$ cat config.mk
export PLATFORM = sky130hd
export DESIGN_NAME = vsync_out_gen
export DESIGN_NICKNAME = d
export VERILOG_FILES = /design/src/rtl/vsync_pkg.sv /design/src/rtl/vsync_encoder.sv /design/src/rtl/vsync_sync_reg.sv /design/src/rtl/vsync_pixel_stage.sv /design/src/rtl/vsync_out_gen.sv
export SDC_FILE = /design/constraint.sdc
export NUM_CORES = 1
export LEC_CHECK = 0
export CAP_MARGIN = 20
export CORE_AREA = 4 4 46 88
export CTS_CLUSTER_SIZE = 20
export DETAILED_ROUTE_END_ITERATION = 8
export DIE_AREA = 0 0 50 92
export PLACE_DENSITY = 0.73
export SKIP_LAST_GASP = 1
export SYNTH_ARGS = -nofsm -noshare
export SYNTH_HDL_FRONTEND = slang
export SYNTH_HIERARCHICAL = 1
export SYNTH_SLANG_ARGS = --single-unit
$ cat constraint.sdc
create_clock -name clk -period 1.5 [get_ports clk]
set_clock_uncertainty 0.15 [all_clocks]
set_input_delay 0.225 -clock clk [delete_from_list [all_inputs] [get_ports clk]]
set_output_delay 0.225 -clock clk [all_outputs]
set_load 0.02 [all_outputs]
$ cat src/rtl/vsync_pkg.sv
package vsync_pkg;

  typedef enum logic [1:0] {
    SM_SEPARATE    = 2'd0,
    SM_COMPOSITE   = 2'd1,
    SM_ON_GREEN    = 2'd2,
    SM_SEP_BLOCKED = 2'd3
  } sync_mode_e;

  typedef struct packed {
    logic vs;
    logic hs;
    logic sog_n;
  } sync_bus_t;

  localparam sync_bus_t SYNC_IDLE = '{vs: 1'b0, hs: 1'b0, sog_n: 1'b0};

endpackage

$ cat src/rtl/vsync_encoder.sv
module vsync_encoder
  import vsync_pkg::*;
(
  input  logic       vs,
  input  logic       hs,
  input  logic [1:0] mode,
  input  logic       vs_pol,
  input  logic       hs_pol,
  output sync_bus_t  enc
);

  logic composite;
  logic hs_gated;
  logic vs_polar;

  // composite sync is any active pulse; blocked horizontal drops pulses in vsync
  assign composite = vs | hs;
  assign hs_gated  = hs & ~vs;
  assign vs_polar  = vs_pol ? vs : ~vs;

  always_comb begin
    enc = SYNC_IDLE;
    unique case (sync_mode_e'(mode))
      SM_SEPARATE: begin
        enc.vs = vs_polar;
        enc.hs = hs_pol ? hs : ~hs;
      end
      SM_COMPOSITE: begin
        enc.hs = composite;
      end
      SM_ON_GREEN: begin
        enc.sog_n = ~composite;
      end
      SM_SEP_BLOCKED: begin
        enc.vs = vs_polar;
        enc.hs = hs_pol ? hs_gated : ~hs_gated;
      end
      default: enc = SYNC_IDLE;
    endcase
  end

endmodule

$ cat src/rtl/vsync_sync_reg.sv
module vsync_sync_reg
  import vsync_pkg::*;
(
  input  logic      clk,
  input  logic      rst_n,
  input  sync_bus_t d,
  output sync_bus_t q
);

  always_ff @(posedge clk) begin
    if (!rst_n) q <= SYNC_IDLE;
    else        q <= d;
  end

endmodule

$ cat src/rtl/vsync_pixel_stage.sv
module vsync_pixel_stage #(
  parameter int DW  = 10,
  parameter int NCH = 3
) (
  input  logic                clk,
  input  logic                rst_n,
  input  logic                de_d,
  input  logic [NCH*DW-1:0]   pix_d,
  output logic                de_q,
  output logic [NCH*DW-1:0]   pix_q
);

  always_ff @(posedge clk) begin
    if (!rst_n) de_q <= 1'b0;
    else        de_q <= de_d;
  end

  for (genvar c = 0; c < NCH; c++) begin : g_chan
    always_ff @(posedge clk) begin
      if (!rst_n) pix_q[c*DW +: DW] <= '0;
      else        pix_q[c*DW +: DW] <= pix_d[c*DW +: DW];
    end
  end

endmodule

$ cat src/rtl/vsync_out_gen.sv
module vsync_out_gen
  import vsync_pkg::*;
#(
  parameter int DW = 10
) (
  input  logic          clk,
  input  logic          rst_n,
  input  logic [1:0]    sync_mode,
  input  logic          vs_pol,
  input  logic          hs_pol,
  input  logic          vs_in,
  input  logic          hs_in,
  input  logic          de_in,
  input  logic [DW-1:0] r_in,
  input  logic [DW-1:0] g_in,
  input  logic [DW-1:0] b_in,
  output logic          vs_out,
  output logic          hs_out,
  output logic          sog_n_out,
  output logic          de_out,
  output logic [DW-1:0] r_out,
  output logic [DW-1:0] g_out,
  output logic [DW-1:0] b_out
);

  localparam int NCH = 3;
  localparam int PW  = NCH * DW;

  sync_bus_t      enc_d;
  sync_bus_t      enc_q;
  logic [PW-1:0]  pix_q;

  vsync_encoder u_enc (
    .vs     (vs_in),
    .hs     (hs_in),
    .mode   (sync_mode),
    .vs_pol (vs_pol),
    .hs_pol (hs_pol),
    .enc    (enc_d)
  );

  vsync_sync_reg u_sreg (
    .clk   (clk),
    .rst_n (rst_n),
    .d     (enc_d),
    .q     (enc_q)
  );

  vsync_pixel_stage #(.DW(DW), .NCH(NCH)) u_pix (
    .clk   (clk),
    .rst_n (rst_n),
    .de_d  (de_in),
    .pix_d ({r_in, g_in, b_in}),
    .de_q  (de_out),
    .pix_q (pix_q)
  );

  assign vs_out    = enc_q.vs;
  assign hs_out    = enc_q.hs;
  assign sog_n_out = enc_q.sog_n;
  assign r_out     = pix_q[2*DW +: DW];
  assign g_out     = pix_q[DW +: DW];
  assign b_out     = pix_q[0 +: DW];

endmodule

==> results.py <==
metrics = {
    "synth": {
        "netlist_instances": 89,
        "synth.ff_latch_count": 34,
        "synth_cell_types": 17,
        "ys.flop_type": "dfxtp_1",
        "synth_edf_count": 0,
        "ys_seq_area_share_pct": 62.5,
        "async_reset_ff_share_pct": 0,
        "synthTopCellsByArea": "dfxtp_1 62%, and2_2 21%, ha_1 5.7%",
        "syn-cell-area_um2": 1090,
        "synth_fp_nets": 133,
        "yosysMostFrequentCell": "dfxtp_1",
        "synth_area_leader_cell": "dfxtp_1",
        "synth_commonest_cells": "34 x dfxtp_1, 31 x and2_2, 5 x ha_1",
        "synth_warnings": 6,
        "avgSynthCellArea_um2": 12.2,
        "netlist.area_leader.share_pct": 62.5,
    },
    "setup_path": {
        "worstPathRequired_ns": 1.52,
        "crit_fanout": 3,
        "crit_arrival_ns": 1.50,
        "path_class": "input pin to flop",
        "crit_end": "u_sreg/q[1]$_SDFF_PN0_",
        "cp-start-kind": "input pin",
        "crit_start": "sync_mode[0]",
        "worstSetupEndpointType": "flop",
    },
    "floorplanning": {
        "dieWidth_um": 50,
        "core_um2": 3420,
        "top_level_ports": 73,
        "die_area_um2": 4600,
        "placementRows": 30,
        "die_h_um": 92,
        "initial_core_util_pct": 31.9,
    },
    "placement": {
        "postPlaceCellArea_um2": 1910,
        "place_ws_ns": -0.322,
        "place_inst": 213,
        "port_buffers": 72,
        "gp_congestion": 0.674,
        "hpwl_mm": 2.25,
    },
    "cts": {
        "cts.clk_slew.worst_paths_ns": 0.06,
        "clock_path_buffers": 2,
        "cts-buffers-inserted": 5,
        "postCtsSetupBuffers": 0,
        "cts_max_level": 2,
        "cts-root-buf": "clkbuf_8",
        "cts_sinks": 34,
        "cts_tree": "done",
        "hold_buffers": 0,
    },
    "drt": {
        "wirelength_mm": 2.72,
        "firstDrtPassIters": 2,
        "post_drt_wl_per_cell_um": 12.4,
        "wl_met1_um": 800,
        "drtIter0Drc": 14,
        "viasPerCell": 4.02,
        "met2_wirelength_mm": 1.64,
        "vias": 885,
        "drc_errors": 0,
        "antenna_left": 0,
        "wl_met3_um": 214,
        "top_layer": "met4",
    },
    "flow_run": {
        "drv_cap": 0,
    },
    "sta": {
        "worstMarginPinSlew_ns": 0.237,
        "fin_crit_sh_pct": 99.0,
        "relSlewSlack_pct": 84.3,
        "finalSetupViolCount": 0,
        "fin_crit_ns": 1.48,
        "hold_viol": 0,
        "setup_ws_ns": 0.0155,
        "maxSlewViolCount": 0,
        "fmax_mhz": 674,
    },
    "finish": {
        "utilization_pct": 57.0,
        "area_delta_synth_final_pct": 78.6,
        "instances_no_fill": 220,
        "stdcell_area_um2": 1950,
        "nFillCells": 318,
        "antenna_cells": 0,
        "drive_gt1_share_pct": 26.2,
        "num-nets-final": 216,
    },
    "min_path": {
        "hold_path.class": "input pin to flop",
    },
    "grt": {
        "track_usage_pct": 12.8,
        "grt_max_degree": 20,
        "grt_pass1_vias": 958,
        "antenna_found_initial": 0,
        "grt_pass1_wl_mm": 4.33,
        "grt_overflow": 0,
    },
    "power_and_ir_drop": {
        "irDropWorstVdd_mv": 0.641,
        "leakage_nw": 0.931,
        "power.total_mw": 1.87,
        "power.density_nw_per_um2": 962,
    },
    "outcome": {
        "status": "finished clean",
    },
}
area by class of cell:
| class | count | area, µm² | area share, % |
|---|---|---|---|
| repair buffers | 79 | 729 | 37.5 |
| flip-flops and latches | 34 | 681 | 35.0 |
| multi-input cells | 50 | 393 | 20.2 |
| clock buffers | 7 | 76.3 | 3.92 |
| well taps | 48 | 60.1 | 3.08 |
| inverters | 2 | 7.51 | 0.386 |
cells in the final DEF (no fill, tap or decap), types with 2 or more instances in the layout:
| cell type | netlist | routed |
|---|---|---|
| and2_1 | 3 | 3 |
| clkbuf_1 | 0 | 2 |
| clkbuf_8 | 0 | 5 |
| buf_4 | 0 | 7 |
| clkdlybuf4s50_1 | 0 | 37 |
| dfxtp_1 | 34 | 34 |
| ha_1 | 5 | 5 |
| and2_2 | 31 | 31 |
| dlygate4sd2_1 | 0 | 35 |
state kept, by name (all words and copies together) (netlist names):
signal / count
u_pix/pix_q: 30
u_pix/de_q: 1
u_sreg/q: 3
timing repair:
| item | CTS | global route |
|---|---|---|
| resized for setup | 36 | 2 |
| setup endpoints to repair | 35 | 1 |
| pin swaps | 2 | 0 |
worst max-delay path, cell delays in order:
cell	delay, ns
clkdlybuf4s50_1	0.45
ha_1	0.23
or2b_1	0.24
o22ai_2	0.12
a31oi_1	0.09
and2_1	0.15
kinds of logic after synthesis:
logic type | Yosys count | share of synthesized area (%)
flip-flops | 34 | 62.5
adder cells (fa/ha/maj) | 5 | 5.74
AO/OA/AOI/OAI | 3 | 1.61
AND/OR/NAND/NOR | 40 | 26.5
buffers and inverters | 5 | 2.07
XOR/XNOR | 2 | 1.61
power by group:
| group | internal [mW] | switching, mW | leakage [nW] |
|---|---|---|---|
| Sequential | 0.952 | 0.00980 | 0.283 |
| Combinational | 0.185 | 0.131 | 0.609 |
| Clock | 0.319 | 0.277 | 0.0383 |
| Total | 1.46 | 0.418 | 0.931 |
worst min-delay path by stage:
stage            start                    endpoint  slack, ns  cells after the start
4_1_cts        r_in[9]  u_pix/pix_q[29]$_SDFF_PN0_       0.39                      2
6_report       g_in[3]  u_pix/pix_q[13]$_SDFF_PN0_       0.40                      2
3_5_place_dp   r_in[4]  u_pix/pix_q[24]$_SDFF_PN0_       0.68                      2
5_1_grt        g_in[2]  u_pix/pix_q[12]$_SDFF_PN0_       0.38                      2
2_1_floorplan    rst_n      u_sreg/q[0]$_SDFF_PN0_       0.20                      1
3_3_place_gp   g_in[1]  u_pix/pix_q[11]$_SDFF_PN0_       0.67                      2
per-stage QoR:
stage / hold slack, ns / TNS (ns)
6_report: 0.398 / 0
5_1_grt: 0.382 / -0.00301
4_1_cts: 0.388 / 0
3_5_place_dp: 0.676 / -0.535
3_3_place_gp: 0.673 / -0.414
2_1_floorplan: 0.197 / 0
metal layers:
layer	track usage [%]	vias up
li1	-	436
met1	9.92	400
met2	24.9	44
met3	4.55	5
met4	7.62	0
met5	0	-
No activity file was read; power rests on OpenSTA's default activity.
